[config.mk]
export PLATFORM = sky130hd
export DESIGN_NAME = bcd7_zb_display
export DESIGN_NICKNAME = d
export VERILOG_FILES = /design/src/rtl/bcd7_pkg.sv /design/src/rtl/bcd7_decode.sv /design/src/rtl/bcd7_zb_stage.sv /design/src/rtl/bcd7_zb_display.sv
export SDC_FILE = /design/constraint.sdc
export NUM_CORES = 1
export LEC_CHECK = 0
export ABC_AREA = 1
export BUFFER_PORTS_ARGS = -buffer_cell sky130_fd_sc_hd__clkbuf_2
export CORE_MARGIN = 1
export CORE_UTILIZATION = 46
export DETAILED_ROUTE_END_ITERATION = 12
export GPL_TIMING_DRIVEN = 0
export PLACE_DENSITY = 0.9
export SLEW_MARGIN = 20
export SYNTH_ARGS = -nofsm -noshare
export SYNTH_HDL_FRONTEND = slang
export SYNTH_SLANG_ARGS = --single-unit
export TNS_END_PERCENT = 20
[constraint.sdc]
create_clock -name vclk -period 1.35
set_input_delay 0.2025 -clock vclk [all_inputs]
set_output_delay 0.2025 -clock vclk [all_outputs]
set_load 0.02 [all_outputs]
[src/rtl/bcd7_pkg.sv]
package bcd7_pkg;

  localparam int unsigned BCD_W = 4;
  localparam int unsigned SEG_W = 7;

  // segment bit positions inside one digit group
  localparam int unsigned SEG_A = 0;
  localparam int unsigned SEG_B = 1;
  localparam int unsigned SEG_C = 2;
  localparam int unsigned SEG_D = 3;
  localparam int unsigned SEG_E = 4;
  localparam int unsigned SEG_F = 5;
  localparam int unsigned SEG_G = 6;

  localparam logic [BCD_W-1:0] BCD_MAX = 4'd9;

  typedef logic [BCD_W-1:0] bcd_t;
  typedef logic [SEG_W-1:0] seg_t;

  localparam seg_t SEG_DARK = '0;

endpackage

[src/rtl/bcd7_decode.sv]
module bcd7_decode
  import bcd7_pkg::*;
(
  input  bcd_t code_i,
  output seg_t seg_o,
  output logic valid_o
);

  logic lit [SEG_W];

  // each segment is listed by the set of digits that light it
  always_comb begin
    lit[SEG_A] = code_i inside {4'd0, 4'd2, 4'd3, 4'd5, 4'd6, 4'd7, 4'd8, 4'd9};
    lit[SEG_B] = code_i inside {4'd0, 4'd1, 4'd2, 4'd3, 4'd4, 4'd7, 4'd8, 4'd9};
    lit[SEG_C] = code_i inside {4'd0, 4'd1, 4'd3, 4'd4, 4'd5, 4'd6, 4'd7, 4'd8, 4'd9};
    lit[SEG_D] = code_i inside {4'd0, 4'd2, 4'd3, 4'd5, 4'd6, 4'd8, 4'd9};
    lit[SEG_E] = code_i inside {4'd0, 4'd2, 4'd6, 4'd8};
    lit[SEG_F] = code_i inside {4'd0, 4'd4, 4'd5, 4'd6, 4'd8, 4'd9};
    lit[SEG_G] = code_i inside {4'd2, 4'd3, 4'd4, 4'd5, 4'd6, 4'd8, 4'd9};
  end

  assign valid_o = (code_i <= BCD_MAX);

  for (genvar s = 0; s < SEG_W; s++) begin : g_seg
    assign seg_o[s] = lit[s];
  end

  always_comb begin
    if (!valid_o) begin
      AST_INVALID_UNLIT: assert (seg_o == SEG_DARK) else $error("invalid code lights segments");
    end
  end

endmodule

[src/rtl/bcd7_zb_stage.sv]
module bcd7_zb_stage
  import bcd7_pkg::*;
(
  input  bcd_t code_i,
  input  logic zbi_i,
  output seg_t seg_o,
  output logic zbo_o
);

  seg_t raw_seg;
  logic code_valid;
  logic code_zero;
  logic suppress;

  bcd7_decode u_dec (
    .code_i  (code_i),
    .seg_o   (raw_seg),
    .valid_o (code_valid)
  );

  assign code_zero = (code_i == '0);
  assign suppress  = zbi_i & code_zero;
  assign zbo_o     = suppress;
  assign seg_o     = suppress ? SEG_DARK : raw_seg;

  always_comb begin
    if (zbo_o) begin
      AST_BLANK_IS_DARK: assert (seg_o == SEG_DARK) else $error("blanked digit lit");
    end
    if (code_valid && !zbo_o) begin
      AST_SHOWN_IS_LIT: assert (seg_o != SEG_DARK) else $error("valid digit dark");
    end
    if (!zbi_i) begin
      AST_NO_REQ_NO_BLANK: assert (!zbo_o) else $error("blank without request");
    end
  end

endmodule

[src/rtl/bcd7_zb_display.sv]
module bcd7_zb_display
  import bcd7_pkg::*;
#(
  parameter int unsigned NDIGITS        = 4,
  parameter bit          KEEP_LAST_ZERO = 1'b1,
  localparam int unsigned IN_W  = BCD_W * NDIGITS,
  localparam int unsigned OUT_W = SEG_W * NDIGITS
) (
  input  logic [IN_W-1:0]    digits_i,
  output logic [OUT_W-1:0]   segs_o,
  output logic [NDIGITS-1:0] zbo_o
);

  // zb_chain[k] is the request entering digit k-1; top entry is the tie-off
  logic [NDIGITS:0]   zb_chain;
  logic [NDIGITS-1:0] zb_in;

  assign zb_chain[NDIGITS] = 1'b1;

  for (genvar k = 0; k < NDIGITS; k++) begin : g_digit
    if (k == 0 && KEEP_LAST_ZERO) begin : g_last
      assign zb_in[k] = 1'b0;
    end else begin : g_mid
      assign zb_in[k] = zb_chain[k+1];
    end

    bcd7_zb_stage u_stage (
      .code_i (digits_i[k*BCD_W +: BCD_W]),
      .zbi_i  (zb_in[k]),
      .seg_o  (segs_o[k*SEG_W +: SEG_W]),
      .zbo_o  (zb_chain[k])
    );
  end

  assign zbo_o = zb_chain[NDIGITS-1:0];

  always_comb begin
    for (int k = 0; k + 1 < NDIGITS; k++) begin
      if (zbo_o[k] && !(k == 0 && KEEP_LAST_ZERO)) begin
        AST_CHAIN_FROM_ABOVE: assert (zbo_o[k+1]) else $error("blank without blank above");
      end
    end
    if (KEEP_LAST_ZERO) begin
      AST_LAST_NEVER_BLANK: assert (!zbo_o[0]) else $error("last digit blanked");
    end
    if (digits_i[IN_W-1 -: BCD_W] == '0) begin
      AST_TOP_ZERO_DARK: assert (segs_o[OUT_W-1 -: SEG_W] == SEG_DARK || (NDIGITS == 1 && KEEP_LAST_ZERO))
        else $error("top zero lit");
    end
  end

endmodule

==> metrics.md <==
| Metric | Value |
|---|---|
| Min-delay worst type | input port to primary output |
| Cell variety after synth | 26 |
| Worst Setup End Kind | primary output |
| Lkg Pwr | 0.6999 nW |
| Data arrival, critical path | 1100 ps |
| Overall Global Routing Usage | 23.12% |
| CP Class | input port to primary output |
| Fin crit share | 96.35% |
| Avg Cell Area, Syn | 5.274 um^2 |
| Startpoint types | input port |
| Total gr overflow | 0 |
| Status | finished, final reports clean |
| CLK BUF | 0 |
| Post-DP Area | 1010 um^2 |
| Ant. Diodes | 0 |
| F_max | 768.8 MHz |
| First-pass GRT wire length | 3.525 mm |
| Initial antenna violation count | 0 |
| Die Wd | 42.63 um |
| Post-Route WL | 2.098 mm |
| Initial Utilization | 49.84% |
| VDD IR max | 0.0002395 V |
| Synthesized area | 759.5 um^2 |
| Warnings, synthesis | 0 |
| Leading area contributor after synthesis | nand2_1 |
| Core area | 1524 um^2 |
| Final setup vio count | 0 |
| Syn-to-layout area delta | 37.56% |
| Most common cell in the netlist | nand2_1 |
| Input/output buffers | 46 |
| Area of the multi-input gates | 641.9 um^2 |
| FF+latch area | 0 um^2 |
| Via count | 1073 |
| DIE AREA | 1817 um^2 |
| Final critical-path required period | 1301 ps |
| Placed Cells | 206 |
| Initial DRC Count | 41 |
| Router iterations before antenna repair | 4 |
| RSZ-0062 raised after global routing | true |
| Final Util | 68.55% |
| Post-DRT Antenna Nets | 0 |
| Hold Fails Final Rpt | 0 |
| Final setup TNS | 0 ps |
| IO Pins | 48 |
| Seq/Total Area, Yosys | 0% |
| FP Rows | 14 |
| Gpl congestion | 0.8650 |
| Pins Over Slew Limit | 0 |
| Seq_cells | 0 |
| Area contributors post-synth | nand2_1 (19%), inv_1 (9.9%), nor2_1 (8.9%), nand3_1 (6.6%), nor2_4 (5.9%) |
| Post-Synthesis Cells | 144 |
| Max-cap violations | 0 |
| Fillcell total | 135 |
| CTS Hold Buffers Added | 0 |
| Worst path required time | 1150 ps |
| Final net count | 210 |
| Power density over the cells | 409.6 nW/um^2 |
| Non-Filler Instances | 208 |
| DP HPWL | 1.743 mm |
| Min Hold Slack | 739.9 ps |
| DRC violation count after routing | 0 |
| Die height | 42.63 um |
| Fin area | 1045 um^2 |
| Layout cells sized above 1 | 41.67% |
| Vias per cell | 5.159 |
| WL/cell | 10.09 um |
| Post-synth net total | 160 |
| Worst-path fanout max | 5 |
| Post-synth top cells | nand2_1 (39), inv_1 (20), nor2_1 (18) |
| Vias in the first global route | 933 |
| Largest net degree at the start of global routing | 9 |
| Top-area cell type share of the netlist area | 19.28% |
per-stage QoR:
stage | worst slack, ps | total power, mW
detailed placement | -17.98 | 0.4135
global route | -21.31 | 0.4680
CTS | 3.026 | 0.4200
global placement | -6.037 | 0.4027
floorplan | 66.01 | 0.2740
finish | 49.26 | 0.4279
cells in the final DEF (no fill, tap or decap), drive strengths merged:
cell type / count
clkbuf: 44
nand2: 44
nor2: 30
inv: 23
nand3: 11
buf: 9
a21oi: 8
o21ai: 8
o211ai: 4
o22ai: 2
a211oi: 2
nand4: 1
o21bai: 1
nand3b: 1
or2: 1
o21a: 1
and3: 1
conb: 1
critical path, stage by stage:
cell	delay (ps)
buf_2	130
nor2_4	140
nand2_4	90
inv_8	70
nand2_4	70
nor2_8	130
buf_4	120
buf_4	130
layer usage:
metal  up-vias  part of all wire [%]  track usage [%]
met5         -                     0                0
met4         0                     0            2.500
met3         0                   3.2           0.4310
met2        37                    52            43.64
met1       478                    45            29.49
li1        558                     -                -
logic make-up (layout without fill, tap and decap cells):
kind of cell / count (synthesis) / count (layout) / synth area share, %
AO/OA/AOI/OAI: 26 / 26 / 20.10
other: 1 / 1 / 0.4938
buffers and inverters: 28 / 76 / 17.79
AND/OR/NAND/NOR: 89 / 89 / 61.61
final cells by class:
type / count / area share, %
timing repair buffer: 48 / 23.71
multi-input combinational: 116 / 61.44
inverter: 23 / 8.982
tap: 16 / 1.916
buffer: 5 / 3.952
power breakdown:
group / internal [mW] / switching, mW
Sequential: 0 / 0
Clock: 0 / 0
Combinational: 0.144 / 0.284
Total: 0.144 / 0.284
worst paths after layout:
path | end | start | cells past startpoint | slack, ps
setup / recovery | zbo_o[1] | digits_i[14] | 8 | 50
hold / removal | segs_o[26] | digits_i[13] | 3 | 740
repair_timing:
item / in CTS / in global routing
setup buffers: 2 / 0
setup endpoints to repair: 2 / 7
pin swaps: 4 / 3
hold endpoints to repair: 0 / 0
resized for setup: 3 / 7
No activity file was read; power rests on OpenSTA's default activity.
